[config.mk]
export PLATFORM = sky130hd
export DESIGN_NAME = usb_out_bank_ctl
export DESIGN_NICKNAME = d
export VERILOG_FILES = /design/src/rtl/usb_outbank_pkg.sv /design/src/rtl/outbank_flags.sv /design/src/rtl/outbank_steer.sv /design/src/rtl/outbank_ctlreg.sv /design/src/rtl/usb_out_bank_ctl.sv
export SDC_FILE = /design/constraint.sdc
export NUM_CORES = 1
export LEC_CHECK = 0
export ABC_CLOCK_PERIOD_IN_PS = 2300
export CORE_AREA = 10 10 47 49
export CTS_CLUSTER_DIAMETER = 120
export CTS_CLUSTER_SIZE = 25
export DETAILED_ROUTE_END_ITERATION = 8
export DIE_AREA = 0 0 57 59
export DONT_BUFFER_PORTS = 1
export PLACE_DENSITY_LB_ADDON = 0.12
export SLEW_MARGIN = 20
export SYNTH_ARGS = -nofsm -noshare
export SYNTH_HDL_FRONTEND = slang
export SYNTH_SLANG_ARGS = --single-unit
[constraint.sdc]
create_clock -name clk -period 2.3 [get_ports clk]
set_clock_uncertainty 0.2 [all_clocks]
set_input_delay 0.46 -clock clk [delete_from_list [all_inputs] [get_ports clk]]
set_output_delay 0.46 -clock clk [all_outputs]
set_load 0.02 [all_outputs]
[src/rtl/usb_outbank_pkg.sv]
package usb_outbank_pkg;

  typedef enum logic [1:0] {
    EPK_CTRL = 2'd0,
    EPK_ISO  = 2'd1,
    EPK_BULK = 2'd2,
    EPK_INTR = 2'd3
  } ep_kind_e;

  // Status byte bit positions (firmware decodes these)
  localparam int unsigned SB_DIR   = 7;
  localparam int unsigned SB_FULL1 = 6;
  localparam int unsigned SB_STALL = 5;
  localparam int unsigned SB_TXRDY = 4;
  localparam int unsigned SB_FULL0 = 1;

  // Chosen bank for the next OUT packet
  function automatic logic pick_bank(input logic pref, input logic [1:0] full,
                                     input logic dual);
    logic alt;
    alt = ~pref;
    if (!dual) return 1'b0;
    if (full[pref] && !full[alt]) return alt;
    return pref;
  endfunction

  // Accept unless the chosen bank is full, isochronous always accepts
  function automatic logic may_accept(input logic bank_full, input logic iso);
    return iso || !bank_full;
  endfunction

endpackage

[src/rtl/outbank_flags.sv]
module outbank_flags #(
  parameter int unsigned NBANK = 2
) (
  input  logic             clk,
  input  logic             rst_n,
  input  logic [NBANK-1:0] set_vec,
  input  logic [NBANK-1:0] keep_vec,
  output logic [NBANK-1:0] full
);
  for (genvar b = 0; b < NBANK; b++) begin : g_bank
    always_ff @(posedge clk or negedge rst_n) begin
      if (!rst_n) full[b] <= 1'b0;
      else        full[b] <= (full[b] & keep_vec[b]) | set_vec[b];
    end
  end
endmodule

[src/rtl/outbank_steer.sv]
module outbank_steer
  import usb_outbank_pkg::*;
#(
  parameter int unsigned NBANK = 2
) (
  input  logic             clk,
  input  logic             rst_n,
  input  logic             dual,
  input  logic             iso,
  input  logic             out_req,
  input  logic             store_done,
  input  logic             store_bank,
  input  logic [NBANK-1:0] full,
  output logic [NBANK-1:0] set_vec,
  output logic             reply_ack,
  output logic             reply_nak,
  output logic             reply_bank
);
  logic pref_q;
  logic tgt;
  logic ok;
  logic eff_bank;

  always_comb begin
    tgt      = pick_bank(pref_q, full[1:0], dual);
    ok       = may_accept(full[tgt], iso);
    eff_bank = dual ? store_bank : 1'b0;
    set_vec  = '0;
    if (store_done) set_vec[eff_bank] = 1'b1;
  end

  always_ff @(posedge clk or negedge rst_n) begin
    if (!rst_n) begin
      pref_q     <= 1'b0;
      reply_ack  <= 1'b0;
      reply_nak  <= 1'b0;
      reply_bank <= 1'b0;
    end else begin
      reply_ack  <= out_req && ok;
      reply_nak  <= out_req && !ok;
      reply_bank <= out_req ? tgt : 1'b0;
      if (store_done) pref_q <= dual ? ~store_bank : 1'b0;
    end
  end
endmodule

[src/rtl/outbank_ctlreg.sv]
module outbank_ctlreg (
  input  logic clk,
  input  logic rst_n,
  input  logic wr,
  input  logic dir_d,
  input  logic stall_d,
  input  logic txrdy_d,
  output logic dir_q,
  output logic stall_q,
  output logic txrdy_q
);
  always_ff @(posedge clk or negedge rst_n) begin
    if (!rst_n) begin
      dir_q   <= 1'b0;
      stall_q <= 1'b0;
      txrdy_q <= 1'b0;
    end else if (wr) begin
      dir_q   <= dir_d;
      stall_q <= stall_d;
      txrdy_q <= txrdy_d;
    end
  end
endmodule

[src/rtl/usb_out_bank_ctl.sv]
module usb_out_bank_ctl
  import usb_outbank_pkg::*;
#(
  parameter int unsigned EP_NUM = 1,
  parameter int unsigned STAT_W = 8
) (
  input  logic              clk,
  input  logic              rst_n,
  input  logic [1:0]        ep_kind,
  input  logic              dual_en,
  input  logic              irq_en,
  input  logic              out_req,
  input  logic              store_done,
  input  logic              store_bank,
  input  logic              reg_wr,
  input  logic [STAT_W-1:0] reg_wdata,
  output logic              reply_ack,
  output logic              reply_nak,
  output logic              reply_bank,
  output logic [STAT_W-1:0] status,
  output logic              irq,
  output logic              ctl_status_in
);
  localparam int unsigned NBANK   = 2;
  localparam bit          DUAL_OK = (EP_NUM == 1) || (EP_NUM == 2);

  ep_kind_e         kind;
  logic             dual_live;
  logic             is_iso;
  logic [NBANK-1:0] full;
  logic [NBANK-1:0] set_vec;
  logic [NBANK-1:0] keep_vec;
  logic             dir_q, stall_q, txrdy_q;
  logic             unused_wbits;

  assign kind         = ep_kind_e'(ep_kind);
  assign dual_live    = DUAL_OK && dual_en;
  assign is_iso       = (kind == EPK_ISO);
  assign keep_vec[0]  = !reg_wr || reg_wdata[SB_FULL0];
  assign keep_vec[1]  = !reg_wr || reg_wdata[SB_FULL1];
  assign unused_wbits = ^{reg_wdata[3:2], reg_wdata[0]};

  outbank_steer #(.NBANK(NBANK)) u_steer (
    .clk(clk), .rst_n(rst_n), .dual(dual_live), .iso(is_iso),
    .out_req(out_req), .store_done(store_done), .store_bank(store_bank),
    .full(full), .set_vec(set_vec), .reply_ack(reply_ack),
    .reply_nak(reply_nak), .reply_bank(reply_bank)
  );

  outbank_flags #(.NBANK(NBANK)) u_flags (
    .clk(clk), .rst_n(rst_n), .set_vec(set_vec), .keep_vec(keep_vec),
    .full(full)
  );

  outbank_ctlreg u_ctl (
    .clk(clk), .rst_n(rst_n), .wr(reg_wr),
    .dir_d(reg_wdata[SB_DIR]), .stall_d(reg_wdata[SB_STALL]),
    .txrdy_d(reg_wdata[SB_TXRDY]),
    .dir_q(dir_q), .stall_q(stall_q), .txrdy_q(txrdy_q)
  );

  always_comb begin
    status           = '0;
    status[SB_DIR]   = dir_q;
    status[SB_FULL1] = full[1];
    status[SB_STALL] = stall_q;
    status[SB_TXRDY] = txrdy_q;
    status[SB_FULL0] = full[0];
  end

  assign irq           = irq_en && (|full);
  assign ctl_status_in = (kind == EPK_CTRL) && !dir_q;
endmodule

; Word-level counts from Yosys, hierarchy flattened
; Cells that the tools add are included.
; W data, S select, Z words.
[word_totals]
regBits = 9
latch_bits = 0
mem_bits_rw = 0
mem_bits_ro = 0
in_bits = 18
out_inout_bits = 13
wordCells = 55
n_memories = 0
[op_classes]
n_addsub = 0
mul = 0
div_mod_pow = 0
n_lt_le_gt_ge = 5
eq_ne = 1
n_shift = 0
mux = 18
n_bitwise = 6
reduce_logical = 16
[op_table]
columns = op, count
row1 = $mux W1, 16
row2 = $lt A1 B2 Y1 const B, 4
row3 = $logic_and A1 B1 Y1, 6
row4 = $logic_not A1 Y1, 5
row5 = $logic_or A1 B1 Y1, 3
row6 = $and A1 B1 Y1, 2
row7 = $eq A2 B1 Y1 const B, 1
row8 = $logic_not A2 Y1, 1
row9 = $mux W2, 1
row10 = $not A1 Y1, 2
row11 = $or A1 B1 Y1, 2
row12 = $reduce_or A2 Y1, 1
row13 = $demux W1 S1, 1
row14 = $ge A1 B1 Y1 const B, 1

; Longest topological paths before layout
; Gate-level depths: netlist (run 1).
[depth]
depth_word = 15
depth_mapped = 2
mapped_depth_nobuf = 2

; Modules after synthesis
; From an unflattened synthesis (run 1), not the netlist that was laid out.
[hier_totals]
hier_cells = 38
area_unflattened_um2 = 444.2
[by_module_without_submodules]
columns = mod, instances, cells_per_inst, area_each_um2, seq_area_each_um2
row1 = outbank_steer, 1, 16, 185.2, 100.1
row2 = outbank_ctlreg, 1, 6, 108.9, 75.1
row3 = usb_out_bank_ctl, 1, 12, 85.1, 0.0
row4 = outbank_flags, 1, 4, 65.1, 50.0

; Worst setup path after synthesis (run 1)
; OpenSTA, ideal clock, no wires.
[synth_path]
path_kind = in2out
from = input ep_kind[1]
to = output ctl_status_in
arrival_time_ns = 0.957
required_time_ns = 1.640
slack_ns = 0.683
path_stages = 1
n_path_buf = 0
cell_sequence = nor3_1
[synth_via]
elab_chain_len = 2
[synth_lines]
columns = element, line_no
row1 = start: declaration, usb_out_bank_ctl.sv:9  ; input logic [1:0] ep_kind,
row2 = $logic_not A2 Y1, usb_out_bank_ctl.sv:72  ; assign ctl_status_in = (kind == EPK_CTRL) && !dir_q;
row3 = $logic_and A1 B1 Y1, usb_out_bank_ctl.sv:72
row4 = end: declaration, usb_out_bank_ctl.sv:22  ; output logic ctl_status_in
; Every way passes these cells.

; Worst setup path after layout (run 1)
[layout_path]
from = register u_flags.full[0]
to = output irq
[layout_via]
elab_chain_len = 2
[layout_lines]
columns = element, line_no
row1 = start: declaration, outbank_flags.sv:8  ; output logic [NBANK-1:0] full
row2 = start signal: indexed assignment, outbank_flags.sv:13  ; else full[b] <= (full[b] & keep_vec[b]) | set_vec[b];
row3 = $reduce_or A2 Y1, usb_out_bank_ctl.sv:71  ; assign irq = irq_en && (|full);
row4 = $logic_and A1 B1 Y1, usb_out_bank_ctl.sv:71
row5 = end: declaration, usb_out_bank_ctl.sv:21  ; output logic irq,
; Every way passes these cells.

==> summary.txt, run 1 <==
Outcome
  – Run status: complete, no violations

Worst setup path
  – Crit start category: flip-flop
  – WP data arrival: 1.11 ns
  – Longest individual stage delay on the worst path: roughly 0.57 ns
  – Required time of the critical path: 1.64 ns
  – Buffers plus inverters on the worst setup path: 0
  – Crit-path leading delay family: flip-flops
  – CP Cell Sequence: o21a_1
  – Kind of critical path: flip-flop to primary output
  – Critical-path maximum fanout: 7
  – Worst path slowest cell: sky130_fd_sc_hd__dfrtp_1
  – Worst setup EP type: primary output

CTS
  – Clock transition at the register clock pins on the worst setup and hold paths after CTS: roughly 0.060 ns
  – TritonCTS clock tree: done
  – Cell at the root of the clock tree: sky130_fd_sc_hd__clkbuf_4
  – Worst-case clock buffer depth: 2
  – Total CTS buffers: 3
  – Resized cells post-CTS: 0
  – Postcts setup bufs: 0
  – H-tree depth: 1
  – Clock sink count: 9
  – Worst skew pair latency: 0.25 ns

Pwr
  – Worst vdd rail ir drop: 0.3202 mV
  – Total power divided by cell area: 816.3 mW/mm^2
  – Leakage power: 0.2015 nW

Logic synthesis
  – Mapped Cells: 38
  – Number of storage elements in the synthesis netlist: 9
  – Cells taking the most area after synthesis: sky130_fd_sc_hd__dfrtp_1 54%, sky130_fd_sc_hd__buf_4 11%, sky130_fd_sc_hd__mux2_2 8.0%, sky130_fd_sc_hd__nand2b_1 6.0%, sky130_fd_sc_hd__nand2_1 3.6%
  – Average size of a mapped cell: 11.06 sq um
  – Synth Cell Area: approximately 420 sq um
  – Biggest area consumer among synthesized cells: sky130_fd_sc_hd__dfrtp_1
  – Unique masters post-synth: 16
  – Count of synthesis-stage warnings from yosys: 0
  – Top-area cell type share of the netlist area: 0.5357
  – Post-synthesis sequential area ratio: 0.5357

Die
  – Number of cell rows: 14
  – Die W: 57 um
  – Height of the chip: approximately 59 um
  – Core footprint: 0.001401 sq mm
  – Count of boundary I/O pins: 31
  – Effective utilization at floorplan: 0.3000
  – Area enclosed by the die boundary: between 0.003 and 0.004 sq mm

STA
  – Setup TNS: 0 ns
  – Setup repair after global routing missed its margin: no
  – Number of pins exceeding their max-slew limit in the final report: 0
  – Setup Viol. Count Final: 0
  – Min Tclk post-route: 1.770 ns
  – Maximum clock rate: 565.1 MHz
  – Total count of hold-check failures in the final report: 0
  – Final worst-path setup slack: roughly 0.53 ns
  – Period utilisation layout: 0.7694

Detailed routing
  – Number of DRC markers in iteration 0: 5
  – Final antenna-violating net count: 0
  – Drt drc: 0
  – Post-DR wirelength/cell: about 18 um
  – Number of iterations in the first detailed-routing pass: 4
  – DR vias: 281
  – Total wirelength of the detailed-routed design: 1030 um
  – Via-to-Cell Ratio: 5.018

Worst hold path
  – Worst hold path class: input port to flip-flop

Global route
  – Global-route usage over all layers: 0.06422
  – Busiest layer in global routing: met2
  – Met1 usage in global routing: 0.06487
  – Number of antenna violations at the first check in global routing: 0
  – Grt met3 use: 0.05365
  – Global-route wire length before repair: 1621 um
  – Met2 Use GR: 0.08837
  – Residual overflow from global routing: 0
  – Maximum number of pins on one net before global-route repair: 10
  – Vias in the first global route: approximately 320

Place
  – Detailed-placement wirelength estimate: 855.6 um
  – Placement-stage worst setup slack: around 0.80 ns
  – Number of I/O port buffers: 0
  – Routability congestion estimate from global placement: between 0.6 and 0.7

Final layout
  – Fraction of layout instances using a drive strength above 1: 0.1750
  – Area of the multi-input gates: 150.1 sq um
  – Area growth from synthesis to layout: 6.250%
  – Leading cell types in the layout, fill and taps excluded: 9 x sky130_fd_sc_hd__dfrtp_1, 4 x sky130_fd_sc_hd__nand2_1, 4 x sky130_fd_sc_hd__nand2b_1
  – Reg area: 225.2 sq um
  – Fin util: 0.3188
  – Layout net count: 59
  – Most common cell after layout, fill and taps aside: sky130_fd_sc_hd__dfrtp_1
  – Fill count: 151
  – Total inserted antenna cells: 0

Flow run
  – Max-cap violations: 0
[per-stage QoR]
stage                     instance area, sq um  instances  total power, mW  hold slack [ns]
after detailed placement                 410.4         51           0.2430         -0.03526
after global placement                   410.4         51           0.2410         -0.03528
after global routing                     446.7         56           0.3896          0.08386
final                                    446.7         56           0.3646          0.09814
after floorplan                          427.9         40           0.2440         -0.03559
after CTS                                446.7         56           0.3713          0.09030
[final cells by class]
cell class | instances | share of cell area
clock buffers | 4 | 0.05882
inverters | 2 | 0.01681
multi-input cells | 23 | 0.3361
well taps | 16 | 0.04482
flip-flops and latches | 9 | 0.5042
repair buffers | 2 | 0.03922
[sequential cells by signal (all words and copies together) (netlist names)]
| register | flops |
|---|---|
| u_steer.reply_bank | 1 |
| u_ctl.dir_q | 1 |
| u_steer.pref_q | 1 |
| u_ctl.stall_q | 1 |
| u_steer.reply_nak | 1 |
| u_steer.reply_ack | 1 |
| u_ctl.txrdy_q | 1 |
| u_flags.full | 2 |
[worst register-to-register path, cell delays in order (launching register included)]
cell and delay [ns]:
sky130_fd_sc_hd__dfrtp_1 0.49, sky130_fd_sc_hd__nand2b_1 0.21, sky130_fd_sc_hd__and4_1 0.19
[routing by layer]
layer	vias up	part of all wire
li1	127	-
met1	133	0.41
met2	21	0.44
met3	0	0.15
met4	0	0
met5	-	0
[cell usage after synthesis]
library cell               count
sky130_fd_sc_hd__o22ai_1       1
sky130_fd_sc_hd__a32o_1        1
sky130_fd_sc_hd__and4_1        1
sky130_fd_sc_hd__mux2_2        3
sky130_fd_sc_hd__a22o_1        1
sky130_fd_sc_hd__o21a_1        1
sky130_fd_sc_hd__buf_4         6
sky130_fd_sc_hd__a31oi_1       1
sky130_fd_sc_hd__conb_1        1
sky130_fd_sc_hd__a21oi_1       1
sky130_fd_sc_hd__nand2_1       4
sky130_fd_sc_hd__nand2b_1      4
sky130_fd_sc_hd__dfrtp_1       9
sky130_fd_sc_hd__nor3_1        1
sky130_fd_sc_hd__inv_1         2
sky130_fd_sc_hd__o21bai_1      1
[repair_timing]
action / CTS / global route
setup endpoints to repair: 0 / 0
hold buffers: 1 / 0
hold endpoints to repair: 9 / 0
[report_power, final]
group / internal [mW] / leakage [nW] / switching (mW)
sequential: 0.173 / 0.110 / 0.0317
clock: 0.0668 / 0.0150 / 0.0547
combinational: 0.0186 / 0.0764 / 0.0199
total: 0.258 / 0.202 / 0.106
[path summary, 6_finish.rpt]
kind	cells after the start	start	slack, ns	to
min reg2reg	2	u_steer.pref_q	0.35	u_steer.reply_bank
max reg2reg	2	u_flags.full[1]	1.11	u_steer.reply_nak
min in group asynchronous	1	rst_n	0.36	u_steer.reply_nak
max	1	u_flags.full[0]	0.53	irq
max in group asynchronous	1	rst_n	1.25	u_ctl.dir_q
min	1	store_bank	0.1	u_steer.pref_q
[kinds of logic after synthesis]
kind of cell           Yosys count  share of synthesized area
and+or+nand+nor                 10                     0.1279
muxes                            3                    0.08035
buffers and inverters            8                     0.1250
DFF                              9                     0.5357
other                            1                   0.008920
AOI/OAI and AO/OA                7                     0.1220
No activity file was read; power rests on OpenSTA's default activity.
==> run 2, diff against run 1 <==
- ABC_CLOCK_PERIOD_IN_PS: 2300 -> 1650
- clock period: 2.3 -> 1.65 ns (I/O delays scaled with it)
==> summary.txt, run 2 (synthesis gave the netlist of run 1 again) <==
Outcome
  – Run status: complete, no violations

Place
  – Detailed-placement wirelength estimate: 911.9 um
  – Number of I/O port buffers: 0
  – Placed instance count: 52
  – Area after detailed placement: 417.9 sq um
  – Routability congestion estimate from global placement: 0.6380
  – Placement-stage worst setup slack: 0.3160 ns

Die
  – Core footprint: about 0.0014 sq mm
  – Number of cell rows: 14
  – Effective utilization at floorplan: 0.3000
  – Height of the chip: 59 um
  – Area enclosed by the die boundary: between 0.003 and 0.004 sq mm
  – Die W: 57 um
  – Count of boundary I/O pins: 31

Global route
  – Maximum number of pins on one net before global-route repair: 10
  – Residual overflow from global routing: 0
  – Global-route usage over all layers: 0.06844
  – Global-route wire length before repair: 1738 um
  – Vias in the first global route: 357
  – Number of antenna violations at the first check in global routing: 0

Worst setup path
  – Critical-path maximum fanout: 3
  – Worst setup EP type: primary output
  – Crit start category: flip-flop
  – Worst Reg-to-Reg Cells: 3
  – R2R Path End: u_steer.pref_q
  – Kind of critical path: flip-flop to primary output
  – Required time of the critical path: 1.12 ns
  – WP data arrival: 1.03 ns
  – Origin of the critical flop-to-flop path: u_steer.pref_q
  – Setup slack on the worst flop-to-flop path: 0.27 ns

Detailed routing
  – Top metal layer carrying routed signals: met4
  – Met2 layer wire length in the routed design: 463 um
  – Number of iterations in the first detailed-routing pass: 2
  – Number of DRC markers in iteration 0: 4
  – Metal1 wirelength: 410 um
  – Total wirelength of the detailed-routed design: roughly 1100 um
  – Final antenna-violating net count: 0
  – Via-to-Cell Ratio: 4.774
  – DR vias: 296
  – Drt drc: 0
  – Post-DR wirelength/cell: 17.60 um
  – Met3 wire length: 209 um

Pwr
  – Worst vdd rail ir drop: 0.3684 mV
  – Total power divided by cell area: 1020 mW/mm^2
  – Leakage power: 0.2263 nW
  – Post-layout total power: 517.1 uW

Worst hold path
  – Hold depth: 1
  – Terminating pin of the worst hold path: u_ctl.txrdy_q
  – Launch point of the worst hold path: reg_wdata[4]
  – Worst hold path class: input port to flip-flop

CTS
  – Clock transition at the register clock pins on the worst setup and hold paths after CTS: 0.06 ns
  – TritonCTS clock tree: done
  – Cell at the root of the clock tree: sky130_fd_sc_hd__clkbuf_4
  – H-tree depth: 1
  – Total CTS buffers: 3
  – Worst skew pair latency: approximately 0.25 ns
  – Clock sink count: 9
  – Worst-case clock buffer depth: 2

STA
  – Final worst-path setup slack: 0.09129 ns
  – Setup TNS: 0 ns
  – Setup Viol. Count Final: 0
  – Period utilisation layout: 0.9447
  – Number of pins exceeding their max-slew limit in the final report: 0
  – Maximum clock rate: 641.6 MHz
  – Total count of hold-check failures in the final report: 0
  – Setup repair after global routing missed its margin: no
  – Min Tclk post-route: 1.559 ns

Final layout
  – Finished Cell Area: 506.7 sq um
  – Total inserted antenna cells: 0
  – Register with the most flip-flops: u_flags.full
  – Area growth from synthesis to layout: 20.54%
  – Number of flip-flops under the largest register name: 2
  – Leading cell types in the layout, fill and taps excluded: 7 x sky130_fd_sc_hd__dfrtp_1, 6 x sky130_fd_sc_hd__dlygate4sd3_1, 4 x sky130_fd_sc_hd__nand2_1, 4 x sky130_fd_sc_hd__nand2b_1
  – Reg area: 227.7 sq um
  – Layout net count: 65
  – Fill count: 156
  – Post-route insts no fill: 62
  – Most common cell after layout, fill and taps aside: sky130_fd_sc_hd__dfrtp_1
  – Area of the multi-input gates: 150.1 sq um
  – Fraction of layout instances using a drive strength above 1: 0.2174

Flow run
  – Max-cap violations: 0
run 2: report_power, final:
part | internal, mW | total [mW] | switching (mW) | leakage, nW
clock | 0.0927 | 0.162 | 0.0697 | 0.0150
sequential | 0.243 | 0.280 | 0.0370 | 0.108
combinational | 0.0376 | 0.0749 | 0.0373 | 0.103
run 2: what timing repair did:
action / 4_1_cts / 5_1_grt
endpoints found under the setup margin: 0 / 2
endpoints found under the hold margin: 12 / 1
setup buffers: 0 / 0
gates resized for setup: 0 / 2
hold buffers: 5 / 1
run 2: stage by stage:
step                hold WS [ns]    util
floorplan                -0.1656       -
global placement         -0.1653  0.2982
detailed placement       -0.1652  0.2982
CTS                      0.01534  0.3527
global route           0.0002795  0.3616
finish                   0.03239  0.3616
run 2: worst max-delay path by stage:
stage,from,endpoint,cells past startpoint
2_1_floorplan,u_ctl.dir_q,ctl_status_in,1
3_3_place_gp,u_flags.full[1],irq,1
3_5_place_dp,u_flags.full[1],irq,1
4_1_cts,u_flags.full[1],irq,1
5_1_grt,u_ctl.dir_q,ctl_status_in,2
6_report,u_ctl.dir_q,ctl_status_in,2
run 2: routing by layer:
metal | global-route usage | vias to the layer above
met1 | 0.06813 | 133
met4 | 0.04027 | 0
met5 | 0 | -
met3 | 0.06438 | 2
met2 | 0.09147 | 23
li1 | - | 138
run 2: final cells by class:
cell class / instances / share of cell area
multi-input cells: 23 / 0.2963
repair buffers: 8 / 0.1481
flip-flops and latches: 9 / 0.4494
clock buffers: 4 / 0.05185
well taps: 16 / 0.03951
inverters: 2 / 0.01481
run 2: critical path, cell delays in order (launching register included):
cell                      delay [ns]
sky130_fd_sc_hd__dfrtp_2        0.46
sky130_fd_sc_hd__nor3_1         0.15
sky130_fd_sc_hd__buf_4          0.17
==> run 3, diff against run 2 <==
- CTS_CLUSTER_DIAMETER: 120 -> 150
==> results of run 3 <==
The final DEF is identical to that of run 2; final timing and power are the same.
